$ cat src/rtl/pfs_pkg.sv
package pfs_pkg;
  localparam int unsigned DEF_PAIRS    = 2;
  localparam int unsigned DEF_SUPPLIES = 3;
  localparam int unsigned DEF_CNT_W    = 8;
  localparam int unsigned DEF_OL_TRIP  = 242;
  localparam int unsigned DEF_QUIET    = 16;
  localparam int unsigned DEF_REL_W    = 8;

  typedef struct packed {
    logic ovp;
    logic uvp;
    logic ote;
    logic olp;
  } trip_t;
endpackage

$ cat src/rtl/pfs_hyst.sv
module pfs_hyst #(
  parameter int unsigned W = 1
) (
  input  logic         clk,
  input  logic         rst_n,
  input  logic [W-1:0] set_i,
  input  logic [W-1:0] clr_i,
  output logic [W-1:0] state_o
);
  genvar i;
  generate
    for (i = 0; i < W; i++) begin : g_bit
      logic st_q;
      always_ff @(posedge clk or negedge rst_n) begin
        if (!rst_n)        st_q <= 1'b0;
        else if (set_i[i]) st_q <= 1'b1;
        else if (clr_i[i]) st_q <= 1'b0;
      end
      assign state_o[i] = st_q;
    end
  endgenerate
endmodule

$ cat src/rtl/pfs_cbc_limit.sv
module pfs_cbc_limit #(
  parameter int unsigned PAIRS = 2
) (
  input  logic             clk,
  input  logic             rst_n,
  input  logic             pwm_tick,
  input  logic [PAIRS-1:0] oc_i,
  output logic [PAIRS-1:0] ilim_o,
  output logic             cyc_hit_o
);
  logic hit_q;

  genvar p;
  generate
    for (p = 0; p < PAIRS; p++) begin : g_pair
      logic lim_q;
      always_ff @(posedge clk or negedge rst_n) begin
        if (!rst_n)        lim_q <= 1'b0;
        else if (oc_i[p])  lim_q <= 1'b1;
        else if (pwm_tick) lim_q <= 1'b0;
      end
      assign ilim_o[p] = lim_q;
    end
  endgenerate

  // Remembers any limit event inside the current PWM period.
  always_ff @(posedge clk or negedge rst_n) begin
    if (!rst_n)        hit_q <= 1'b0;
    else if (pwm_tick) hit_q <= 1'b0;
    else if (|oc_i)    hit_q <= 1'b1;
  end

  assign cyc_hit_o = hit_q | (|oc_i);
endmodule

$ cat src/rtl/pfs_overload.sv
module pfs_overload #(
  parameter int unsigned CNT_W   = 8,
  parameter int unsigned OL_TRIP = 242,
  parameter int unsigned QUIET   = 16,
  parameter int unsigned REL_W   = 8
) (
  input  logic             clk,
  input  logic             rst_n,
  input  logic             pwm_tick,
  input  logic             cyc_hit,
  input  logic [REL_W-1:0] release_ticks,
  output logic             latched_o
);
  localparam int unsigned QW = (QUIET > 2) ? $clog2(QUIET) : 1;
  localparam logic [CNT_W-1:0] TRIP_V  = CNT_W'(OL_TRIP);
  localparam logic [QW-1:0]    QLAST_V = QW'(QUIET - 1);

  logic [CNT_W-1:0] ol_cnt, ol_inc;
  logic [QW-1:0]    quiet_q;
  logic [REL_W-1:0] rel_q;
  logic [REL_W:0]   rel_next, rel_goal;
  logic             latched_q;

  assign ol_inc   = (ol_cnt == '1) ? ol_cnt : ol_cnt + 1'b1;
  assign rel_next = {1'b0, rel_q} + 1'b1;
  assign rel_goal = (release_ticks == '0) ? (REL_W+1)'(1) : {1'b0, release_ticks};

  always_ff @(posedge clk or negedge rst_n) begin
    if (!rst_n) begin
      ol_cnt    <= '0;
      quiet_q   <= '0;
      rel_q     <= '0;
      latched_q <= 1'b0;
    end else if (pwm_tick) begin
      if (latched_q) begin
        if (cyc_hit) begin
          rel_q <= '0;
        end else if (rel_next >= rel_goal) begin
          latched_q <= 1'b0;
          rel_q     <= '0;
          ol_cnt    <= '0;
          quiet_q   <= '0;
        end else begin
          rel_q <= rel_next[REL_W-1:0];
        end
      end else if (cyc_hit) begin
        quiet_q <= '0;
        ol_cnt  <= ol_inc;
        if (ol_inc >= TRIP_V) begin
          latched_q <= 1'b1;
          rel_q     <= '0;
        end
      end else if (quiet_q == QLAST_V) begin
        quiet_q <= '0;
        ol_cnt  <= '0;
      end else begin
        quiet_q <= quiet_q + 1'b1;
      end
    end
  end

  assign latched_o = latched_q;
endmodule

$ cat src/rtl/pfs_status.sv
module pfs_status
  import pfs_pkg::*;
(
  input  logic  clk,
  input  logic  rst_n,
  input  trip_t trips,
  input  logic  sticky_clr,
  output logic  shutdown_o,
  output logic  sticky_o
);
  logic sticky_q;

  assign shutdown_o = |trips;

  always_ff @(posedge clk or negedge rst_n) begin
    if (!rst_n)          sticky_q <= 1'b0;
    else if (shutdown_o) sticky_q <= 1'b1;
    else if (sticky_clr) sticky_q <= 1'b0;
  end

  assign sticky_o = sticky_q;
endmodule

$ cat src/rtl/pstage_fault_ctrl.sv
module pstage_fault_ctrl
  import pfs_pkg::*;
#(
  parameter int unsigned NUM_PAIRS    = DEF_PAIRS,
  parameter int unsigned NUM_SUPPLIES = DEF_SUPPLIES,
  parameter int unsigned CNT_W        = DEF_CNT_W,
  parameter int unsigned OL_TRIP      = DEF_OL_TRIP,
  parameter int unsigned QUIET        = DEF_QUIET,
  parameter int unsigned REL_W        = DEF_REL_W
) (
  input  logic                    clk,
  input  logic                    rst_n,
  input  logic                    pwm_tick,
  input  logic [NUM_PAIRS-1:0]    oc_det,
  input  logic [NUM_SUPPLIES-1:0] uv_fall,
  input  logic [NUM_SUPPLIES-1:0] uv_rise,
  input  logic                    ov_det,
  input  logic                    tmp_warn_hi,
  input  logic                    tmp_warn_lo,
  input  logic                    tmp_err_hi,
  input  logic                    tmp_err_lo,
  input  logic [REL_W-1:0]        release_ticks,
  input  logic                    sticky_clr,
  output logic [NUM_PAIRS-1:0]    ilim_cmd,
  output logic                    bridge_hiz,
  output logic                    fault_n,
  output logic                    therm_warn,
  output logic                    fault_sticky
);
  logic                    cyc_hit, olp_latched, ote_state, ov_q, shutdown;
  logic [NUM_SUPPLIES-1:0] uv_state;
  trip_t                   trips;

  pfs_cbc_limit #(.PAIRS(NUM_PAIRS)) u_cbc (
    .clk(clk), .rst_n(rst_n), .pwm_tick(pwm_tick), .oc_i(oc_det),
    .ilim_o(ilim_cmd), .cyc_hit_o(cyc_hit)
  );

  pfs_overload #(.CNT_W(CNT_W), .OL_TRIP(OL_TRIP), .QUIET(QUIET), .REL_W(REL_W)) u_olp (
    .clk(clk), .rst_n(rst_n), .pwm_tick(pwm_tick), .cyc_hit(cyc_hit),
    .release_ticks(release_ticks), .latched_o(olp_latched)
  );

  pfs_hyst #(.W(1)) u_warn (
    .clk(clk), .rst_n(rst_n), .set_i(tmp_warn_hi), .clr_i(tmp_warn_lo), .state_o(therm_warn)
  );

  pfs_hyst #(.W(1)) u_ote (
    .clk(clk), .rst_n(rst_n), .set_i(tmp_err_hi), .clr_i(tmp_err_lo), .state_o(ote_state)
  );

  pfs_hyst #(.W(NUM_SUPPLIES)) u_uvp (
    .clk(clk), .rst_n(rst_n), .set_i(uv_fall), .clr_i(uv_rise), .state_o(uv_state)
  );

  always_ff @(posedge clk or negedge rst_n) begin
    if (!rst_n) ov_q <= 1'b0;
    else        ov_q <= ov_det;
  end

  always_comb begin
    trips.olp = olp_latched;
    trips.ote = ote_state;
    trips.uvp = |uv_state;
    trips.ovp = ov_q;
  end

  pfs_status u_stat (
    .clk(clk), .rst_n(rst_n), .trips(trips), .sticky_clr(sticky_clr),
    .shutdown_o(shutdown), .sticky_o(fault_sticky)
  );

  assign bridge_hiz = shutdown;
  assign fault_n    = ~shutdown;
endmodule

$ cat config.mk
export PLATFORM = sky130hd
export DESIGN_NAME = pstage_fault_ctrl
export DESIGN_NICKNAME = d
export VERILOG_FILES = /design/src/rtl/pfs_pkg.sv /design/src/rtl/pfs_hyst.sv /design/src/rtl/pfs_cbc_limit.sv /design/src/rtl/pfs_overload.sv /design/src/rtl/pfs_status.sv /design/src/rtl/pstage_fault_ctrl.sv
export SDC_FILE = /design/constraint.sdc
export NUM_CORES = 1
export LEC_CHECK = 0
export BUFFER_PORTS_ARGS = -buffer_cell sky130_fd_sc_hd__buf_2
export CORE_MARGIN = 2
export CORE_UTILIZATION = 51
export CTS_CLUSTER_SIZE = 14
export DETAILED_ROUTE_END_ITERATION = 10
export GPL_TIMING_DRIVEN = 1
export PLACE_DENSITY = 0.76
export SLEW_MARGIN = 5
export SYNTH_ARGS = -nofsm -noshare
export SYNTH_HDL_FRONTEND = slang
export SYNTH_SLANG_ARGS = --single-unit
export TNS_END_PERCENT = 20
$ cat constraint.sdc
create_clock -name clk -period 2.4 [get_ports clk]
set_input_delay 0.24 -clock clk [delete_from_list [all_inputs] [get_ports clk]]
set_output_delay 0.24 -clock clk [all_outputs]
set_load 0.02 [all_outputs]
==> reports/qor.csv, run 1 <==
stage,metric,value,unit
synth,postSynthNetCount,249,
routing,drt_wl_total,5450,um
sta,timing.setup.tns,-0.676,ns
flow_run,timing.max_cap.violations,0,
synth,synth.yosys.seq_area_share,0.393,
clocking,htree_levels,2,
setup_path,critical-path-slowest-cell,sky130_fd_sc_hd__or3_4,
grt,antenna_found_initial,0,
setup_path,path_cells,nand2_1 > or3_4 > nand2b_4 > ha_4 > a21o_1 > a21oi_4 > o21ai_2 > a21oi_2 > nand3_4 > buf_6 > o22ai_2,
setup_path,critical_path_required,2.62,ns
grt,grt_overflow,0,
setup_path,worstPathArrival,2.71,ns
setup_path,timing.critical_path.from_type,flip-flop,
routing,route.detailed.vias_per_inst,5.92,
sta,timing.fmax,402,MHz
grt,groute.usage.overall,0.259,
grt,grt.met2_usage,0.430,
sta,unrepaired_setup_endpoints_after_global_routing,true,
setup_path,worst_r2r_path_depth,11,
clocking,clock_tree.buffer_depth,2,
routing,firstDrtPassIters,6,
clocking,clk_pin_slew_worst_paths,0.07,ns
sta,setup_ws,-0.0893,ns
setup_path,gate_family_responsible_for_the_most_delay_along_the_worst_path,compound AO/OA/AOI/OAI gates,
clocking,cts_hold_repair.buffers,0,
floorplanning,starting_density_of_the_core,0.535,
clocking,clkLatencyLatePin,0.30,ns
sta,hold_viol_final,6,
grt,global_route.usage.met1,0.310,
status,status,"complete, but fails checks",
routing,route.vias.total,1866,
floorplanning,area_inside_the_core_boundary,0.00369,sq mm
grt,number_of_global_route_vias_before_repair,1808,
synth,syn_inst,213,
grt,met3_usage,0.0545,
power_and_ir_drop,ir_drop,0.286,mV
layout,final_antenna_diode_count,0,
placement,gpl.final_weighted_congestion,0.849,
layout,layout.cells.most_common_list,"sky130_fd_sc_hd__buf_2 (30), sky130_fd_sc_hd__dfrtp_1 (28), sky130_fd_sc_hd__inv_1 (23), sky130_fd_sc_hd__buf_4 (18), sky130_fd_sc_hd__nor2_1 (13)",
setup_path,r2r_slack,-0.09,ns
placement,dp_slack,-0.263,ns
synth,synthesis.area_per_instance,9.26,sq um
sta,slew_headroom,0.521,
layout,finalCoreUtilization,0.727,
placement,portBuffers,30,
layout,final_net_count,302,
floorplanning,fp.dieH,66.2,um
hold_path,hold_class,primary input to asynchronous set/reset pin,
setup_path,worstSetupPathDepth,11,
layout,most_frequent_standard_cell_in_the_layout_excluding_fill_and_tap_cells,sky130_fd_sc_hd__buf_2,
synth,yosys_warnings,0,
clocking,cts_made_buffers,5,
grt,gr-max-usage-layer,met2,
routing,antenna_violating_nets_post_route,0,
synth,synth_seq_cells,31,
sta,worst_hold_slack,-0.0167,ns
routing,drt-wirelength-per-cell,17.3,um
synth,mappedNetlistArea,0.00197,sq mm
floorplanning,fp-row-count,22,
grt,grt_max_degree,32,
sta,timing.final.crit_share,1.04,
routing,drtIter0Drc,213,
setup_path,timing.setup.critical_path_class,flip-flop to flip-flop,
synth,yosysUniqueCellTypes,51,
clocking,cts.sinks,31,
setup_path,critPathBufInv,1,
power_and_ir_drop,leak_pwr,1.23,nW
floorplanning,fp.dieW,66.2,um
sta,timing.clock.skew,0.00969,ns
setup_path,worst-path-max-fanout,5,
synth,synth_edf_count,0,
floorplanning,die-area,0.00438,sq mm
setup_path,source_of_the_worst_register_to_register_timing_path,u_olp.rel_q[4]$_DFFE_PN0P_,
power_and_ir_drop,power.total,1.29,mW
synth,dominantRegCellSynth,sky130_fd_sc_hd__dfrtp_1,
status,violations,"negative hold slack, negative setup slack",
sta,final_max_slew_viol_count,0,
floorplanning,floorplan.io_pins,31,
grt,global_route_wire_length_before_repair,8350,um
setup_path,critical_path.max_stage_delay,0.42,ns
sta,finalWorstPathRequiredPeriod,2.49,ns
power_and_ir_drop,power_density,481,mW/mm^2
clocking,root_buffer_master,sky130_fd_sc_hd__clkbuf_8,
sta,worstMarginPinSlew,0.718,ns
layout,area_growth,36.0,%
setup_path,type_of_element_capturing_the_critical_path,flip-flop,
sta,setup_viols_final,12,
synth,asyncSetResetFlopFracSynth,1.00,
placement,hpwl,3250,um
setup_path,startpoint,u_olp.rel_q[4]$_DFFE_PN0P_,
layout,final_layout_size_suffix_gt1_frac,0.404,
routing,drc,0,
clocking,cts_tree,yes,
==> repair_timing <==
action                                  CTS  global route
gates resized for setup                  20            39
buffers inserted                          9             2
endpoints found under the setup margin   20            21
pin swaps                                13            21
==> power by group <==
part / internal (mW) / leakage, nW / switching (mW) / total (mW)
combinational: 0.104 / 0.805 / 0.134 / 0.239
clock: 0.203 / 0.0422 / 0.201 / 0.404
sequential: 0.570 / 0.379 / 0.0779 / 0.648
==> layout make-up <==
cell class | count | area [sq um]
Multi-Input combinational cell | 152 | 1330
Fill cell | 278 | 1010
Sequential cell | 31 | 779
Timing Repair Buffer | 53 | 342
Inverter | 23 | 86.3
Clock buffer | 7 | 76.3
Tap cell | 48 | 60.1
Clock inverter | 1 | 5.00
==> flip-flops by register name, summed over array words and instances (netlist names) <==
name and count:
u_uvp.g_bit.st_q 3, u_olp.quiet_q 4, u_olp.ol_cnt 8, ov_q 1, u_cbc.g_pair.lim_q 2, u_cbc.hit_q 1
u_ote.state_o 1, u_warn.state_o 1, u_olp.rel_q 8, u_olp.latched_o 1, u_stat.sticky_o 1
==> cell families (layout without fill, tap and decap cells) <==
group                      after synthesis  in the layout  synth area share
AOI/OAI and AO/OA                       70             70             0.274
and+or+nand+nor                         68             68             0.182
DFF                                     31             31             0.393
buffers and inverters                   30             84            0.0678
adders and majority gates               11             11            0.0698
xor gates and xnor gates                 3              3            0.0133
==> path summary, 6_finish.rpt <==
path	end
max in group asynchronous	u_olp.rel_q[1]$_DFFE_PN0P_
hold reg to reg	u_warn.state_o$_DFFE_PN0P_
setup reg to reg	u_olp.rel_q[3]$_DFFE_PN0P_
min in group clk	ov_q$_DFF_PN0_
setup / recovery	u_olp.rel_q[3]$_DFFE_PN0P_
hold / removal	u_olp.rel_q[3]$_DFFE_PN0P_
==> synth_stat cells (all sizes together) (2+ instances only) <==
library cell / count / area [sq um]
and3: 4 / 30.0
xnor2: 2 / 17.5
ha: 11 / 138
buf: 5 / 38.8
o21ai: 15 / 75.1
nand4: 4 / 25.0
clkbuf: 2 / 8.75
o22ai: 2 / 12.5
o22a: 3 / 30.0
a21o: 11 / 82.6
a21oi: 12 / 63.8
nor3: 4 / 30.0
nand2b: 4 / 32.5
or3: 3 / 18.8
o2111ai: 2 / 17.5
inv: 23 / 86.3
o31ai: 2 / 15.0
a41o: 2 / 20.0
a31oi: 4 / 25.0
nand3: 14 / 70.1
nor2: 14 / 52.6
dfrtp: 31 / 776
nand2: 15 / 56.3
a22o: 6 / 53.8
==> metrics by stage <==
| step | std cells | instance area (sq um) |
|---|---|---|
| after detailed placement | 296 | 2230 |
| after CTS | 313 | 2480 |
| after global placement | 296 | 2230 |
| after global routing | 315 | 2680 |
| after floorplan | 213 | 1970 |
| final | 315 | 2680 |
==> metal layers <==
| layer | vias up | part of all wire |
|---|---|---|
| met1 | 903 | 0.42 |
| met5 | - | 0 |
| met3 | 18 | 0.044 |
| met4 | 0 | 0.043 |
| met2 | 56 | 0.50 |
| li1 | 889 | - |
Power figures use the tool's default switching activity.
==> run 2: changes to the inputs <==
--- a/config.mk
+++ b/config.mk
@@ -6,14 +6,17 @@
 export NUM_CORES = 1
 export LEC_CHECK = 0
 export BUFFER_PORTS_ARGS = -buffer_cell sky130_fd_sc_hd__buf_2
+export CELL_PAD_IN_SITES_DETAIL_PLACEMENT = 2
+export CELL_PAD_IN_SITES_GLOBAL_PLACEMENT = 2
+export CORE_ASPECT_RATIO = 0.9
 export CORE_MARGIN = 2
-export CORE_UTILIZATION = 51
+export CORE_UTILIZATION = 31
 export CTS_CLUSTER_SIZE = 14
 export DETAILED_ROUTE_END_ITERATION = 10
 export GPL_TIMING_DRIVEN = 1
-export PLACE_DENSITY = 0.76
+export PLACE_DENSITY_LB_ADDON = 0.1
 export SLEW_MARGIN = 5
 export SYNTH_ARGS = -nofsm -noshare
 export SYNTH_HDL_FRONTEND = slang
 export SYNTH_SLANG_ARGS = --single-unit
-export TNS_END_PERCENT = 20
+export TNS_END_PERCENT = 50
==> reports/qor.csv, run 2 (synthesized netlist as in run 1, its figures left out) <==
stage,metric,value,unit
layout,most_frequent_standard_cell_in_the_layout_excluding_fill_and_tap_cells,sky130_fd_sc_hd__buf_4,
clocking,cts_tree,yes,
hold_path,hold_class,primary input to asynchronous set/reset pin,
grt,grt_overflow,0,
routing,drtIter0Drc,74,
status,status,"complete, but fails checks",
layout,area_growth,50.4,%
sta,setup_viols_final,20,
floorplanning,die-area,0.00702,sq mm
placement,hpwl,4810,um
routing,route.detailed.vias_per_inst,5.35,
placement,dp_slack,-0.481,ns
sta,timing.final.crit_share,1.08,
layout,final_antenna_diode_count,0,
sta,hold_viol_final,0,
sta,setup_ws,-0.201,ns
grt,antenna_found_initial,0,
setup_path,startpoint,u_olp.rel_q[0]$_DFFE_PN0P_,
placement,portBuffers,30,
setup_path,timing.setup.critical_path_class,flip-flop to flip-flop,
sta,final_max_slew_viol_count,0,
setup_path,source_of_the_worst_register_to_register_timing_path,u_olp.rel_q[0]$_DFFE_PN0P_,
clocking,clock_tree.buffer_depth,2,
sta,unrepaired_setup_endpoints_after_global_routing,true,
routing,drt-wirelength-per-cell,20.8,um
floorplanning,floorplan.io_pins,31,
routing,route.vias.total,1991,
power_and_ir_drop,ir_drop,0.214,mV
layout,layout_top_registers,"u_olp.ol_cnt: 8 flops, u_olp.rel_q: 8 flops, u_olp.quiet_q: 4 flops",
power_and_ir_drop,p_comb_frac,0.215,
placement,placed_cells_incl_taps,352,
setup_path,worstPathArrival,2.81,ns
clocking,root_buffer_master,sky130_fd_sc_hd__clkbuf_8,
sta,finalWorstPathRequiredPeriod,2.60,ns
clocking,clk_pin_slew_worst_paths,0.08,ns
sta,timing.clock.skew,0.0123,ns
clocking,htree_levels,2,
floorplanning,fp-row-count,27,
routing,drt_wl_total,7750,um
sta,worstMarginPinSlew,0.750,ns
layout,layout.cells.most_common_list,"sky130_fd_sc_hd__buf_4 (35), sky130_fd_sc_hd__buf_2 (30), sky130_fd_sc_hd__dfrtp_1 (29), sky130_fd_sc_hd__inv_1 (23), sky130_fd_sc_hd__nor2_1 (13)",
sta,slew_headroom,0.500,
power_and_ir_drop,power_density,522,mW/mm^2
power_and_ir_drop,power.share.switching,0.326,
flow_run,timing.max_cap.violations,0,
placement,gpl.final_weighted_congestion,0.758,
clocking,clkLatencyLatePin,0.30,ns
floorplanning,starting_density_of_the_core,0.321,
power_and_ir_drop,power_switching,0.505,mW
power_and_ir_drop,power_frac_seq,0.417,
power_and_ir_drop,leak_pwr,1.36,nW
sta,timing.fmax,384,MHz
layout,final_layout_size_suffix_gt1_frac,0.470,
floorplanning,fp.dieH,79.7,um
setup_path,worst-path-max-fanout,4,
layout,n_fill_cell,680,
setup_path,worstReg2RegEnd,u_olp.rel_q[6]$_DFFE_PN0P_,
layout,final_net_count,320,
floorplanning,area_inside_the_core_boundary,0.00615,sq mm
setup_path,critical_path.endpoint,u_olp.rel_q[6]$_DFFE_PN0P_,
layout,finalInstanceArea,0.00297,sq mm
floorplanning,fp.dieW,88.1,um
layout,multi_input_area,0.00138,sq mm
setup_path,timing.critical_path.from_type,flip-flop,
grt,grt_max_degree,32,
grt,number_of_global_route_vias_before_repair,2048,
layout,layoutNonFillerInstCount,372,
setup_path,critical_path_required,2.61,ns
power_and_ir_drop,power.total,1.55,mW
placement,area_after_detailed_placement,0.00241,sq mm
grt,groute.usage.overall,0.211,
clocking,cts.sinks,31,
setup_path,type_of_element_capturing_the_critical_path,flip-flop,
clocking,cts_hold_repair.buffers,0,
routing,drc,0,
routing,firstDrtPassIters,4,
routing,antenna_violating_nets_post_route,0,
setup_path,r2r_slack,-0.20,ns
status,violations,negative setup slack,
power_and_ir_drop,power_frac_clock,0.368,
power_and_ir_drop,p_int,1.04,mW
clocking,cts_made_buffers,5,
grt,global_route_wire_length_before_repair,11300,um
setup_path,worst_r2r_path_depth,12,
layout,regArea,778,sq um
-- run 2: cell count changes in the layout (fill, tap and decap cells not counted), sizes merged --
cell / delta
bufinv: +1
clkbuf: -1
buf: +18
-- run 2: power by group through the flow --
stage	Clock (mW)	Combinational, mW	Sequential [mW]
floorplan	0	0.187	0.611
global placement	0	0.262	0.645
detailed placement	0	0.274	0.647
CTS	0.576	0.291	0.637
global route	0.608	0.360	0.658
finish	0.570	0.334	0.646
-- run 2: layout make-up --
cell class                      instances  area share
Clock inverter                          2      0.0118
Multi-Input combinational cell        152       0.465
Sequential cell                        31       0.262
Timing Repair Buffer                   71       0.168
Tap cell                               87      0.0367
Clock buffer                            6      0.0278
Inverter                               23      0.0291
-- run 2: worst min path at each step --
stage               startpoint                               to  slack [ns]  cells past startpoint
detailed placement       rst_n  u_uvp.g_bit[1].st_q$_DFFE_PN0P_        0.35                      1
global placement         rst_n  u_uvp.g_bit[1].st_q$_DFFE_PN0P_        0.35                      1
floorplan                rst_n                   ov_q$_DFF_PN0_       -0.06                      0
finish                   rst_n       u_olp.rel_q[5]$_DFFE_PN0P_       0.003                      1
CTS                      rst_n       u_olp.rel_q[5]$_DFFE_PN0P_        0.04                      1
global route             rst_n       u_olp.rel_q[5]$_DFFE_PN0P_        0.05                      1
-- run 2: through the flow --
step,hold slack (ns),util,setup TNS (ns)
2_1_floorplan,-0.0556,-,0
3_3_place_gp,0.348,0.393,-3.65
3_5_place_dp,0.349,0.393,-5.25
4_1_cts,0.0358,0.445,-1.82
5_1_grt,0.0490,0.483,-4.46
6_report,0.00323,0.483,-2.26
-- run 2: per-layer routing --
metal | routed length (um) | track usage
met1 | 3480 | 0.293
met2 | 3860 | 0.344
met3 | 306 | 0.0362
met4 | 95 | 0.0455
met5 | 0 | 0
-- run 2: repair_timing --
action                     in CTS  in global routing
setup buffers                   4                  8
resized for setup              34                 34
setup endpoints to repair      21                 21
gates cloned                    0                  0
pin swaps                      19                 16
-- run 2: critical path, stage by stage (launching register included) --
cell	delay, ns
sky130_fd_sc_hd__dfrtp_2	0.44
sky130_fd_sc_hd__nand3_4	0.12
sky130_fd_sc_hd__or3_4	0.42
sky130_fd_sc_hd__nand2b_4	0.09
sky130_fd_sc_hd__ha_4	0.20
sky130_fd_sc_hd__a21o_1	0.17
sky130_fd_sc_hd__a21oi_2	0.14
sky130_fd_sc_hd__buf_4	0.16
sky130_fd_sc_hd__o21ai_4	0.07
sky130_fd_sc_hd__a21oi_4	0.19
sky130_fd_sc_hd__nand3_4	0.17
sky130_fd_sc_hd__buf_12	0.19
sky130_fd_sc_hd__o22ai_4	0.13
==> run 3: changes to the inputs <==
--- a/config.mk
+++ b/config.mk
@@ -11,6 +11,7 @@
 export CORE_ASPECT_RATIO = 0.9
 export CORE_MARGIN = 2
 export CORE_UTILIZATION = 31
+export CTS_BUF_LIST = sky130_fd_sc_hd__clkbuf_16
 export CTS_CLUSTER_SIZE = 14
 export DETAILED_ROUTE_END_ITERATION = 10
 export GPL_TIMING_DRIVEN = 1
==> reports/qor.csv, run 3 (synthesized netlist as in run 1, its figures left out) <==
stage,metric,value,unit
status,status,"complete, but fails checks",
status,violations,negative setup slack,
clocking,clock_tree.buffer_depth,2,
placement,hpwl,4810,um
setup_path,timing.critical_path.from_type,flip-flop,
grt,grt_max_degree,32,
sta,timing.clock.skew,0.00996,ns
routing,route.vias.total,2081,
sta,setup_viols_final,21,
setup_path,critical-path-slowest-cell,sky130_fd_sc_hd__dfrtp_1,
placement,dp_slack,-0.481,ns
clocking,clk_pin_slew_worst_paths,0.06,ns
setup_path,worst-path-max-fanout,6,
power_and_ir_drop,leak_pwr,1.41,nW
setup_path,path_cells,buf_4 > and3_4 > nand3_1 > nand2_2 > ha_4 > buf_4 > a21oi_2 > buf_6 > o21ai_4 > a21oi_4 > nand3_4 > o311ai_4,
sta,setup_ws,-0.243,ns
grt,grt_overflow,0,
floorplanning,area_inside_the_core_boundary,0.00615,sq mm
layout,final_net_count,324,
clocking,cts_made_buffers,5,
setup_path,worstPathArrival,2.83,ns
placement,placed_cells_incl_taps,352,
layout,layout.cells.most_common_list,"sky130_fd_sc_hd__buf_4 (38), sky130_fd_sc_hd__buf_2 (30), sky130_fd_sc_hd__dfrtp_1 (29), sky130_fd_sc_hd__inv_1 (22)",
layout,final_antenna_diode_count,0,
clocking,cts_hold_repair.buffers,0,
grt,antenna_found_initial,0,
setup_path,critical_path.max_stage_delay,0.43,ns
setup_path,r2r_slack,-0.24,ns
layout,layout_top_registers,"u_olp.ol_cnt: 8 flops, u_olp.rel_q: 8 flops, u_olp.quiet_q: 4 flops",
floorplanning,fp.dieW,88.1,um
sta,slew_headroom,0.488,
sta,hold_viol_final,0,
clocking,root_buffer_master,sky130_fd_sc_hd__clkbuf_16,
sta,timing.final.crit_share,1.10,
sta,finalWorstPathRequiredPeriod,2.64,ns
layout,layoutNonFillerInstCount,376,
floorplanning,floorplan.io_pins,31,
routing,route.detailed.vias_per_inst,5.53,
layout,area_growth,55.7,%
setup_path,critPathBufInv,3,
routing,firstDrtPassIters,4,
grt,global_route_wire_length_before_repair,11800,um
hold_path,hold_class,primary input to asynchronous set/reset pin,
routing,drt-wirelength-per-cell,23.1,um
floorplanning,fp.dieH,79.7,um
sta,timing.fmax,378,MHz
routing,antenna_violating_nets_post_route,0,
floorplanning,die-area,0.00702,sq mm
layout,most_frequent_standard_cell_in_the_layout_excluding_fill_and_tap_cells,sky130_fd_sc_hd__buf_4,
layout,final_layout_size_suffix_gt1_frac,0.464,
setup_path,timing.setup.critical_path_class,flip-flop to flip-flop,
placement,gpl.final_weighted_congestion,0.758,
clocking,clkLatencyLatePin,0.29,ns
flow_run,timing.max_cap.violations,0,
floorplanning,fp-row-count,27,
placement,portBuffers,30,
grt,number_of_global_route_vias_before_repair,2202,
sta,unrepaired_setup_endpoints_after_global_routing,true,
power_and_ir_drop,ir_drop,0.363,mV
setup_path,gate_family_responsible_for_the_most_delay_along_the_worst_path,compound AO/OA/AOI/OAI gates,
setup_path,critical_path_required,2.58,ns
sta,timing.setup.tns,-3.42,ns
routing,drc,0,
routing,drtIter0Drc,113,
routing,drt_wl_total,8700,um
sta,worstMarginPinSlew,0.767,ns
sta,final_max_slew_viol_count,0,
floorplanning,starting_density_of_the_core,0.321,
power_and_ir_drop,power_density,577,mW/mm^2
layout,n_fill_cell,666,
clocking,cts_tree,yes,
clocking,cts.sinks,31,
setup_path,path_common_cell,sky130_fd_sc_hd__buf_4,
grt,groute.usage.overall,0.226,
setup_path,type_of_element_capturing_the_critical_path,flip-flop,
clocking,htree_levels,2,
run 3: power breakdown:
| part | switching [mW] | internal [mW] |
|---|---|---|
| registers | 0.0809 | 0.570 |
| clock network | 0.272 | 0.485 |
| logic | 0.214 | 0.151 |
run 3: final timing paths:
path / from / endpoint / cells after the start
max: u_olp.rel_q[2]$_DFFE_PN0P_ / u_olp.rel_q[2]$_DFFE_PN0P_ / 12
max in group asynchronous: rst_n / u_olp.rel_q[1]$_DFFE_PN0P_ / 1
min: rst_n / u_olp.rel_q[5]$_DFFE_PN0P_ / 1
min in group clk: ov_det / ov_q$_DFF_PN0_ / 1
min reg2reg: u_cbc.g_pair[1].lim_q$_DFFE_PN0P_ / u_cbc.g_pair[1].lim_q$_DFFE_PN0P_ / 1
max reg2reg: u_olp.rel_q[2]$_DFFE_PN0P_ / u_olp.rel_q[2]$_DFFE_PN0P_ / 12
run 3: worst reg2reg max path: cells and delay by family, from the launching register on:
| kind | cells | cell delay [ns] |
|---|---|---|
| AOI/OAI and AO/OA | 4 | 0.72 |
| adders and majority gates | 1 | 0.22 |
| buffers and inverters | 3 | 0.49 |
| DFF | 1 | 0.43 |
| and+or+nand+nor | 4 | 0.68 |
run 3: layer usage:
| layer | GRT usage | routed length, um |
|---|---|---|
| met2 | 0.373 | 4310 |
| met4 | 0.0742 | 296 |
| met3 | 0.0610 | 461 |
| met1 | 0.285 | 3630 |
| met5 | 0 | 0 |
run 3: metrics by stage:
stage	util	hold slack, ns	cell area, sq um	power, mW
finish	0.500	0.0208	3070	1.77
global route	0.500	0.0626	3070	1.84
CTS	0.457	0.0517	2810	1.69
detailed placement	0.393	0.349	2410	0.921
global placement	0.393	0.348	2410	0.907
floorplan	-	-0.0556	1970	0.798
run 3: cell type report:
class                           instances  area [sq um]  area share
Tap cell                               87           109      0.0354
Multi-Input combinational cell        152          1400       0.454
Clock buffer                            5           125      0.0407
Timing Repair Buffer                   75           539       0.176
Inverter                               23          86.3      0.0281
Sequential cell                        31           778       0.253
Clock inverter                          3          38.8      0.0126
run 3: timing repair:
item                                    in CTS  in global routing
endpoints found under the hold margin        0                  0
endpoints found under the setup margin      21                 21
gates resized for setup                     39                 33
buffers inserted                             5                 10
cloned                                       1                  0
pin swaps                                   20                 21
